`src/rtl/dwa_pkg.sv`:
```
package dwa_pkg;

    typedef enum logic [0:0] {
        ST_IDLE   = 1'b0,
        ST_ACTIVE = 1'b1
    } dwa_state_e;

    // Bitwise two-of-three vote
    function automatic logic [15:0] vote3(input logic [15:0] a,
                                          input logic [15:0] b,
                                          input logic [15:0] c);
        return (a & b) | (a & c) | (b & c);
    endfunction

endpackage

```
`src/rtl/dwa_ptr_tmr.sv`:
```
module dwa_ptr_tmr
    import dwa_pkg::*;
#(
    parameter int N_ELEM = 32,
    parameter int PTR_W  = $clog2(N_ELEM)
) (
    input  logic             clk,
    input  logic             rst,
    input  logic             adv_en,
    input  logic [PTR_W-1:0] step,
    output logic [PTR_W-1:0] ptr_o
);

    localparam int SUM_W = PTR_W + 1;

    logic [PTR_W-1:0] copy_a, copy_b, copy_c;
    logic [PTR_W-1:0] voted;
    logic [SUM_W-1:0] sum_w;
    logic [PTR_W-1:0] wrapped;
    logic [PTR_W-1:0] nxt;
    logic [15:0]      vote_full;

    // Vote the three copies every cycle
    always_comb begin
        vote_full = vote3(16'(copy_a), 16'(copy_b), 16'(copy_c));
        voted     = vote_full[PTR_W-1:0];
    end

    // Add the step and wrap at the element count
    always_comb begin
        sum_w = {1'b0, voted} + {1'b0, step};
        if (sum_w >= SUM_W'(N_ELEM)) begin
            wrapped = PTR_W'(sum_w - SUM_W'(N_ELEM));
        end else begin
            wrapped = sum_w[PTR_W-1:0];
        end
        nxt = adv_en ? wrapped : voted;
    end

    // Write the next value into all copies, which also scrubs any upset
    always_ff @(posedge clk) begin
        if (rst) begin
            copy_a <= '0;
            copy_b <= '0;
            copy_c <= '0;
        end else begin
            copy_a <= nxt;
            copy_b <= nxt;
            copy_c <= nxt;
        end
    end

    assign ptr_o = voted;

    AST_PTR_ADVANCE: assert property (@(posedge clk) disable iff (rst)
        $past(adv_en) |-> (int'(ptr_o) == ((int'($past(ptr_o)) + int'($past(step))) % N_ELEM)))
        else $error("start index did not advance by the code");

    AST_PTR_HOLD: assert property (@(posedge clk) disable iff (rst)
        !$past(adv_en) |-> $stable(ptr_o))
        else $error("start index moved without a valid code");

endmodule

```
`src/rtl/dwa_window.sv`:
```
module dwa_window #(
    parameter int N_ELEM = 32,
    parameter int PTR_W  = $clog2(N_ELEM)
) (
    input  logic [PTR_W-1:0]  base,
    input  logic [PTR_W-1:0]  count,
    output logic [N_ELEM-1:0] win_o
);

    localparam int DBL_W = 2 * N_ELEM;

    logic [N_ELEM-1:0] therm;
    logic [DBL_W-1:0]  shifted;

    // Thermometer of 'count' ones, then rotate it left by 'base'
    always_comb begin
        for (int i = 0; i < N_ELEM; i++) begin
            therm[i] = (i < int'(count));
        end
        shifted = {{N_ELEM{1'b0}}, therm} << base;
        win_o   = shifted[N_ELEM-1:0] | shifted[DBL_W-1:N_ELEM];
    end

endmodule

```
`src/rtl/dwa_sel.sv`:
```
module dwa_sel
    import dwa_pkg::*;
#(
    parameter int N_ELEM = 32,
    parameter int CODE_W = $clog2(N_ELEM)
) (
    input  logic              clk,
    input  logic              rst,
    input  logic              code_valid,
    input  logic [CODE_W-1:0] code,
    output logic [N_ELEM-1:0] en_main,
    output logic [N_ELEM-1:0] en_red
);

    dwa_state_e        state_q, state_d;
    logic [CODE_W-1:0] ptr;
    logic [N_ELEM-1:0] win;
    logic [N_ELEM-1:0] win_main_q, win_red_q;

    dwa_ptr_tmr #(.N_ELEM(N_ELEM), .PTR_W(CODE_W)) u_ptr (
        .clk    (clk),
        .rst    (rst),
        .adv_en (code_valid),
        .step   (code),
        .ptr_o  (ptr)
    );

    dwa_window #(.N_ELEM(N_ELEM), .PTR_W(CODE_W)) u_win (
        .base  (ptr),
        .count (code),
        .win_o (win)
    );

    // Next state
    always_comb begin
        unique case (state_q)
            ST_IDLE:   state_d = code_valid ? ST_ACTIVE : ST_IDLE;
            ST_ACTIVE: state_d = code_valid ? ST_ACTIVE : ST_IDLE;
            default:   state_d = ST_IDLE;
        endcase
    end

    // State and window registers
    always_ff @(posedge clk) begin
        if (rst) begin
            state_q    <= ST_IDLE;
            win_main_q <= '0;
            win_red_q  <= '0;
        end else begin
            state_q <= state_d;
            if (code_valid) begin
                win_main_q <= win;
                win_red_q  <= win;
            end
        end
    end

    // Outputs
    always_comb begin
        unique case (state_q)
            ST_ACTIVE: begin
                en_main = win_main_q;
                en_red  = win_red_q;
            end
            default: begin
                en_main = '0;
                en_red  = '0;
            end
        endcase
    end

    AST_RESET_IDLE: assert property (@(posedge clk)
        $past(rst) |-> (en_main == '0))
        else $error("enables not cleared by reset");

    AST_POPCOUNT: assert property (@(posedge clk) disable iff (rst)
        $past(code_valid) |-> ($countones(en_main) == int'($past(code))))
        else $error("enable count differs from code");

    AST_MIRROR: assert property (@(posedge clk) disable iff (rst)
        en_main == en_red)
        else $error("main and redundant buses differ");

    AST_IDLE_ZERO: assert property (@(posedge clk) disable iff (rst)
        !$past(code_valid) |-> (en_main == '0))
        else $error("elements enabled without a code");

endmodule

```
`config.mk`:
```
export PLATFORM = sky130hd
export DESIGN_NAME = dwa_sel
export DESIGN_NICKNAME = d
export VERILOG_FILES = /design/src/rtl/dwa_pkg.sv /design/src/rtl/dwa_ptr_tmr.sv /design/src/rtl/dwa_window.sv /design/src/rtl/dwa_sel.sv
export SDC_FILE = /design/constraint.sdc
export NUM_CORES = 1
export LEC_CHECK = 0
export BUFFER_PORTS_ARGS = -buffer_cell sky130_fd_sc_hd__clkbuf_2
export CORE_ASPECT_RATIO = 1.1
export CORE_MARGIN = 2
export CORE_UTILIZATION = 45
export DETAILED_ROUTE_END_ITERATION = 8
export PLACE_DENSITY_LB_ADDON = 0.1
export SYNTH_ARGS = -nofsm -noshare
export SYNTH_HDL_FRONTEND = slang
export SYNTH_SLANG_ARGS = --single-unit
```
`constraint.sdc`:
```
create_clock -name clk -period 2.6 [get_ports clk]
set_input_delay 0.39 -clock clk [delete_from_list [all_inputs] [get_ports clk]]
set_output_delay 0.39 -clock clk [all_outputs]
set_load 0.01 [all_outputs]
```
Yosys cells after proc, flatten, opt, wreduce, memory -nomap -nowiden
Cells that the tools add are included.

Bitwise logic cells: 4. Shift-type cells: 1. $lt $le $gt $ge: 32. Add/subtract/negate cells: 2. Multiplexer cells: 4.

Operator list (number): $lt A5 B5 Y1 const A (15); $shl A31 B5 Y64 (1); $lt A4 B5 Y1 const A (8); $mux W32 (1); $or A32 B32 Y32 (1); $lt A3 B5 Y1 const A (4); $lt A1 B5 Y1 const A (2); $lt A2 B5 Y1 const A (2); $mux W5 (2); $or A5 B5 Y5 (2); $add A5 B5 Y6 (1); $ge A6 B6 Y1 const B (1); $and A5 B5 Y5 (1); $sub A5 B1 Y5 const B (1); $mux W1 (1).

Register bits after elaboration: 38. Output and inout port bits: 64. Logic and storage cells: 46. Bits of input ports: 8.

Longest topological paths before layout
Gate-level depths: netlist of run 1.

Depth after elaboration: 7. Gate-level depth with buffers: 9. Mapped depth without buffers: 8.

Hierarchy
Synthesis of run 1 repeated with hierarchy kept, for this count alone.

Cells, all modules: 509. Area total of the unflattened synthesis: 3905.0 µm².

By module, submodules not included: dwa_window (instances 1, cells each 297, area each 1904.3 µm², sequential area each 0.0 µm²); dwa_sel (instances 1, cells each 173, area each 1654.1 µm², sequential area each 660.6 µm²); dwa_ptr_tmr (instances 1, cells each 39, area each 346.6 µm², sequential area each 100.1 µm²).

Least setup slack after synthesis of run 1
No wires, ideal clock.

Path type: input to register. From: input code[1]. To: register win_red_q[17]. Stages on the path: 8. Slack: 0.723 ns. Setup time: 0.117 ns. Buffers on the path: 2. Data required time: 2.483 ns. Arrival time: 1.761 ns. Cells stage by stage: buf_6 > buf_6 > a2111o_1 > a211oi_2 > nor4_1 > a31oi_1 > mux2i_1 > a22o_1.

Cells in the longest elaborated chain, start to end: 3. Elaborated cells between the ends (all ways): 33. Classes of those cells: order compare: 31; shift: 1; bitwise: 1.

RTL lines: start, declared (RTL line dwa_sel.sv:10) `input logic [CODE_W-1:0] code,`; $lt A1 B5 Y1 (tied with other cells) (RTL line dwa_window.sv:18) `therm[i] = (i < int'(count));`; $shl A31 B5 Y64 (*) (RTL line dwa_window.sv:20) `shifted = {{N_ELEM{1'b0}}, therm} << base;`; $or A32 B32 Y32 (*) (RTL line dwa_window.sv:21) `win_o = shifted[N_ELEM-1:0] | shifted[DBL_W-1:N_ELEM];`; end signal, assigned (RTL line dwa_sel.sv:53) `win_red_q <= win;`; end, declared (RTL line dwa_sel.sv:18) `logic [N_ELEM-1:0] win_main_q, win_red_q;`.

Every way passes the cells marked *; elsewhere a longest branch is shown, timed or not. A chain may end at the register's enable or synchronous reset.

Worst setup path in the final report of run 1
From: register u_ptr.copy_a[2]. To: register win_red_q[6].

Cells in the longest elaborated chain, start to end: 5.

RTL lines: start, declared (RTL line dwa_ptr_tmr.sv:16) `logic [PTR_W-1:0] copy_a, copy_b, copy_c;`; start signal, assigned (RTL line dwa_ptr_tmr.sv:47) `copy_a <= nxt;`; $and A5 B5 Y5 (*) (RTL line dwa_pkg.sv:12) `return (a & b) | (a & c) | (b & c);`; $or A5 B5 Y5 (RTL line dwa_pkg.sv:12); $or A5 B5 Y5 (*) (RTL line dwa_pkg.sv:12); $shl A31 B5 Y64 (*) (RTL line dwa_window.sv:20); $or A32 B32 Y32 (*) (RTL line dwa_window.sv:21).

Marked as above.

==> flow_summary.toml, run 1 <==
[status]
status = "completed"

[worst_setup_path]
cp_num_cells = 7
ff2ff_setup_slack_ps = 240
worstSetupStartpointType = "register"
worstPathMaxFanout = 16
reg2reg_depth = 7
crit_required_ps = 2790
r2r_start = "u_ptr.copy_a[2]"
worstSetupPathType = "register to register"
end_kind = "register"
cp_top_family = "compound AO/OA/AOI/OAI gates"
crit_arrival_ps = 2550
critPathSlowestCell = "dfxtp_1"
path_buf_inv = 1
slowest_delay_ps = 730
r2r-end = "win_red_q[6]"
cp_cell_sequence = "buf_4 -> nor3_1 -> nand2_1 -> nand2_1 -> a21oi_1 -> a21oi_1 -> a2111oi_2"

[detailed_routing]
wl_met3_um = 1010
ant_nets = 0
highest_layer = "met4"
drt-met1-wl_um = 5380
avgRoutedWirePerCell_um = 18.9
viasPerCell = 6.26
wl_met2_um = 5960
dr.first_iter.drc_count = 305
drc = 0
vias = 4180
firstDrtPassIters = 5
drt_wl_total_um = 12600

[power_and_ir_drop]
swShare = 0.415
seq_power_share = 0.338
p_int_uw = 1240
ir_worst_vdd_uv = 215
p_clk_frac = 0.210
combPwrFrac = 0.452
power_density_nw_per_um2 = 502
power.switching_uw = 876
leakagePower_uw = 0.00179

[clock_network]
clkLatencyLatePin_ps = 290
clk_pin_slew_ps = 80
clockRootBuffer = "clkbuf_8"
cts_buffer_depth = 2
cts_setup_buffers = 0
numCtsBuffers = 5
clock-sinks = 38
htree_levels = 2
cts_resized = 0
cts_hold_buf = 0
cts_tree = "yes"

[synth]
synth_edf_count = 0
yosysSeqAreaShare = 0.200
synth_cells = 518
postSynthAreaPerCell_um2 = 7.35
synth_area_um2 = 3810
ys_ff_latch = 38
ys.flop_type = "dfxtp_1"
synth-async-reset-ratio = 0
ys_types = 69
synth_fp_nets = 531
yosysWarnings = 0

[hold_path]
hold_class = "input port to register"
worstHoldStart = "rst"
holdPathEnd = "win_red_q[8]"
hold_depth = 2

[floorplan]
die_w_um = 91.7
core_um2 = 8280
fp-row-count = 35
start_util = 0.460
io_pins = 72
die_area_um2 = 9210
dieHeight_um = 100

[sta]
tightest_slew_ps = 769
drv_slew = 0
period_needed_ps = 2360
finalHoldViolCount = 0
setup_viol = 0
setup_tns_ps = 0
fmax_mhz = 424
relSlewSlack = 0.487
fin_crit_sh = 0.908
fin_ws_ps = 240
fin_skew_ps = 6.63
grt_setup_unrepaired = "false"

[finish]
nets = 569
final_common_cell = "clkbuf_2"
area_growth_pct = 10.4
final_layout_size_suffix_gt1_frac = 0.242
antennaDiodeCount = 0
layout_common_cells = "clkbuf_2 (71), nor2_1 (51), buf_4 (40)"

[global_route]
grt_start_max_net_pins = 33
grt_use_total = 0.274
grt_pass1_vias = 3722
antenna_found_initial = 0
grt_pass1_wl_um = 20400
gr-total-overflow = 0

[placement]
dp_hpwl_um = 9560
portBuffers = 71
dp_slack_ps = 176
globalplace.congestion = 0.951

[run]
cap_violations = 0
==> through the flow <==
stage                     utilization  instance area, um^2  cells  total power [uW]  hold WS (ps)
final                           0.508                 4200    668              2110           317
after detailed placement        0.496                 4110    660              1660           424
after global placement          0.496                 4110    660              1660           418
after floorplan                     -                 3810    518              1400           407
after CTS                       0.508                 4200    668              2110           316
after global routing            0.508                 4200    668              2250           326
==> how the worst max path moves through the flow <==
stage                          startpoint       endpoint  slack [ps]
after floorplan                   code[1]  win_red_q[17]         720
after global placement            code[2]  win_red_q[18]         190
after detailed placement          code[2]  win_red_q[18]         180
after CTS                 u_ptr.copy_a[2]  win_red_q[22]         320
after global routing      u_ptr.copy_a[2]   win_red_q[6]          80
final                     u_ptr.copy_a[2]   win_red_q[6]         240
==> synthesized netlist by cell type (all sizes together) (3+ instances only) <==
| library cell | n | area share |
|---|---|---|
| buf | 62 | 0.11 |
| nor2 | 52 | 0.052 |
| dfxtp | 38 | 0.20 |
| nand2 | 35 | 0.035 |
| o21ai | 35 | 0.046 |
| a21oi | 34 | 0.048 |
| and2 | 34 | 0.056 |
| clkbuf | 18 | 0.018 |
| mux2i | 15 | 0.039 |
| a211oi | 13 | 0.028 |
| o211ai | 13 | 0.026 |
| a22oi | 12 | 0.024 |
| nand3 | 12 | 0.016 |
| a221oi | 10 | 0.023 |
| inv | 9 | 0.0089 |
| o21bai | 9 | 0.018 |
| a31oi | 8 | 0.013 |
| nor3 | 8 | 0.011 |
| o21a | 6 | 0.012 |
| a21o | 5 | 0.0099 |
| a22o | 5 | 0.012 |
| nand4 | 5 | 0.0082 |
| o22ai | 5 | 0.0082 |
| o31ai | 5 | 0.0099 |
| a2111oi | 4 | 0.014 |
| a311oi | 4 | 0.0092 |
| a32oi | 4 | 0.0092 |
| ha | 4 | 0.013 |
| nand2b | 4 | 0.0066 |
| nor4 | 4 | 0.0066 |
| xnor2 | 4 | 0.0092 |
| a32o | 3 | 0.0079 |
| o211a | 3 | 0.0079 |
| o221ai | 3 | 0.0069 |
==> power by group through the flow <==
| stage | clock network [uW] | logic [uW] | registers, uW |
|---|---|---|---|
| after CTS | 457 | 938 | 713 |
| final | 443 | 955 | 714 |
| after detailed placement | 0 | 934 | 727 |
| after global routing | 473 | 1050 | 723 |
| after floorplan | 0 | 703 | 693 |
| after global placement | 0 | 938 | 726 |
==> metal layers <==
| layer | vias up | track usage |
|---|---|---|
| met5 | - | 0 |
| met4 | 0 | 0.0850 |
| met1 | 1965 | 0.376 |
| met2 | 228 | 0.451 |
| li1 | 1970 | - |
| met3 | 17 | 0.0352 |
==> kinds of logic (layout without fill, tap and decap cells) <==
family          Yosys count  count (layout)  synth area share
buf+inv                  90             129             0.140
mux                      16              16            0.0424
simple gates            165             165             0.210
fa+ha+maj                 7               7            0.0237
flops                    38              38             0.200
compound gates          198             198             0.375
xor+xnor                  4               4           0.00920
==> area by class of cell <==
class | instances | area (um^2)
well taps | 111 | 139
clock buffers | 6 | 82.6
flip-flops and latches | 38 | 761
fillers | 839 | 4080
repair buffers | 111 | 656
clock inverters | 2 | 12.5
multi-input cells | 390 | 2510
inverters | 10 | 37.5
==> state kept, by name, indices dropped and copies added (netlist names) <==
signal / count
win_red_q: 32
state_q: 1
u_ptr.copy_a: 5
No activity file was read; power rests on OpenSTA's default activity.
==> run 2: changes to the inputs <==
--- a/config.mk
+++ b/config.mk
@@ -5,11 +5,13 @@
 export SDC_FILE = /design/constraint.sdc
 export NUM_CORES = 1
 export LEC_CHECK = 0
-export BUFFER_PORTS_ARGS = -buffer_cell sky130_fd_sc_hd__clkbuf_2
 export CORE_ASPECT_RATIO = 1.1
 export CORE_MARGIN = 2
 export CORE_UTILIZATION = 45
+export CTS_BUF_LIST = sky130_fd_sc_hd__clkbuf_4 sky130_fd_sc_hd__clkbuf_8
+export CTS_CLUSTER_SIZE = 30
 export DETAILED_ROUTE_END_ITERATION = 8
+export DONT_BUFFER_PORTS = 1
 export PLACE_DENSITY_LB_ADDON = 0.1
 export SYNTH_ARGS = -nofsm -noshare
 export SYNTH_HDL_FRONTEND = slang
==> run 2 against run 1 <==
Against the previous run: worst hold slack got worse by 160 ps; critical path depth did not move; largest cell class unchanged; sequential power fell by 1%; utilization fell by 6.0 points; largest power group unchanged; non-clock buffer count fell by 97; critical endpoint is now win_red_q[8].
==> flow_summary.toml, run 2 (synthesis gave the netlist of run 1 again) <==
[status]
status = "completed"

[sta]
fin_skew_ps = 10.8
setup_tns_ps = 0
period_needed_ps = 2390
tightest_slew_ps = 719
setup_viol = 0
grt_setup_unrepaired = "false"
finalHoldViolCount = 0
drv_slew = 0
relSlewSlack = 0.520
fin_crit_sh = 0.921
fmax_mhz = 418

[power_and_ir_drop]
swShare = 0.376
power.switching_uw = 814
ir_worst_vdd_uv = 196
total_power_uw = 2160
seq_power_share = 0.326
p_clk_frac = 0.291
leakagePower_uw = 0.00136
combPwrFrac = 0.383
p_int_uw = 1350
power_density_nw_per_um2 = 584

[floorplan]
die_area_um2 = 9210
fp-row-count = 35
start_util = 0.460
io_pins = 72
core_um2 = 8280
dieHeight_um = 100
die_w_um = 91.7

[clock_network]
clockRootBuffer = "clkbuf_8"
numCtsBuffers = 5
cts_hold_buf = 0
cts_setup_buffers = 0
clock-sinks = 38
cts_tree = "yes"
clk_pin_slew_ps = 90
clkLatencyLatePin_ps = 300
htree_levels = 2
cts_buffer_depth = 2
cts_resized = 0

[finish]
nets = 472
layout_common_cells = "nor2_1 (51), dfxtp_1 (38), nand2_1 (35)"
largest_register_ffs = 32
top_regs = "win_red_q (32), u_ptr.copy_a (5), state_q (1)"
final_layout_size_suffix_gt1_frac = 0.0826
antennaDiodeCount = 0
fillers = 859
area_growth_pct = -2.63
top_register = "win_red_q"
final_core_util = 0.448
final_common_cell = "nor2_1"

[detailed_routing]
avgRoutedWirePerCell_um = 20.9
vias = 3762
dr.first_iter.drc_count = 347
viasPerCell = 6.59
ant_nets = 0
drc = 0
firstDrtPassIters = 6
drt_wl_total_um = 11900

[run]
cap_violations = 0

[global_route]
grt_use_total = 0.257
gr-total-overflow = 0
antenna_found_initial = 0
grt_start_max_net_pins = 46
grt_pass1_wl_um = 19100
grt_pass1_vias = 3462

[worst_setup_path]
worstPathMaxFanout = 14
reg2reg_depth = 7
worstSetupStartpointType = "register"
worstSetupPathType = "register to register"
r2r_start = "u_ptr.copy_a[0]"
crit_arrival_ps = 2620
ff2ff_setup_slack_ps = 210
r2r-end = "win_red_q[8]"
crit_required_ps = 2820
end_kind = "register"

[hold_path]
hold_depth = 1
holdPathEnd = "win_red_q[28]"
hold_class = "input port to register"
worstHoldStart = "rst"

[placement]
dp_hpwl_um = 8550
globalplace.congestion = 0.936
portBuffers = 0
-- run 2: changes by cell type in the layout (fill, tap and decap cells not counted), sizes merged --
| cell | previous run | this run |
|---|---|---|
| buf | 40 | 14 |
| bufinv | 0 | 2 |
| clkbuf | 77 | 5 |
| clkinvlp | 1 | 0 |
-- run 2: metal layers --
layer  GRT usage  vias up  wire length [um]
met2       0.399      178              5360
met4      0.0987        0               388
li1            -     1782                 -
met1       0.358     1775              5280
met3      0.0434       27               884
met5           0        -                 0
-- run 2: worst max path at each step --
| stage | start | to | cells after the start |
|---|---|---|---|
| floorplan | code[1] | win_red_q[17] | 8 |
| global placement | u_ptr.copy_a[0] | win_red_q[29] | 6 |
| detailed placement | u_ptr.copy_a[0] | win_red_q[8] | 7 |
| CTS | u_ptr.copy_a[0] | win_red_q[8] | 7 |
| global route | u_ptr.copy_a[0] | win_red_q[11] | 6 |
| finish | u_ptr.copy_a[0] | win_red_q[8] | 7 |
-- run 2: layout make-up --
cell class | instances | area [um^2] | area share
Sequential cell | 38 | 761 | 0.205
Inverter | 10 | 37.5 | 0.0101
Clock buffer | 5 | 68.8 | 0.0186
Tap cell | 111 | 139 | 0.0375
Timing Repair Buffer | 14 | 118 | 0.0317
Multi-Input combinational cell | 390 | 2510 | 0.678
Clock inverter | 3 | 68.8 | 0.0186
-- run 2: critical path, cell delays in order (launching register included) --
cell and delay, ps:
dfxtp_1 650, buf_4 250, o211a_1 350, o22ai_1 170, a22oi_1 420, a22oi_1 130, o2111a_1 190, nor3_1 150
-- run 2: power by group through the flow --
stage / sequential (uW) / clock (uW) / combinational (uW)
5_1_grt: 717 / 658 / 902
2_1_floorplan: 693 / 0 / 703
3_3_place_gp: 718 / 0 / 816
3_5_place_dp: 721 / 0 / 807
4_1_cts: 707 / 639 / 811
6_report: 706 / 630 / 828
-- run 2: per-stage QoR --
stage                     instance area [um^2]  cells  setup WS, ps  hold WS, ps
after floorplan                           3810    518           723          407
after global placement                    3570    563           378          416
after detailed placement                  3570    563           335          424
after CTS                                 3710    571           317          145
after global routing                      3710    571          92.4          145
final                                     3710    571           207          155
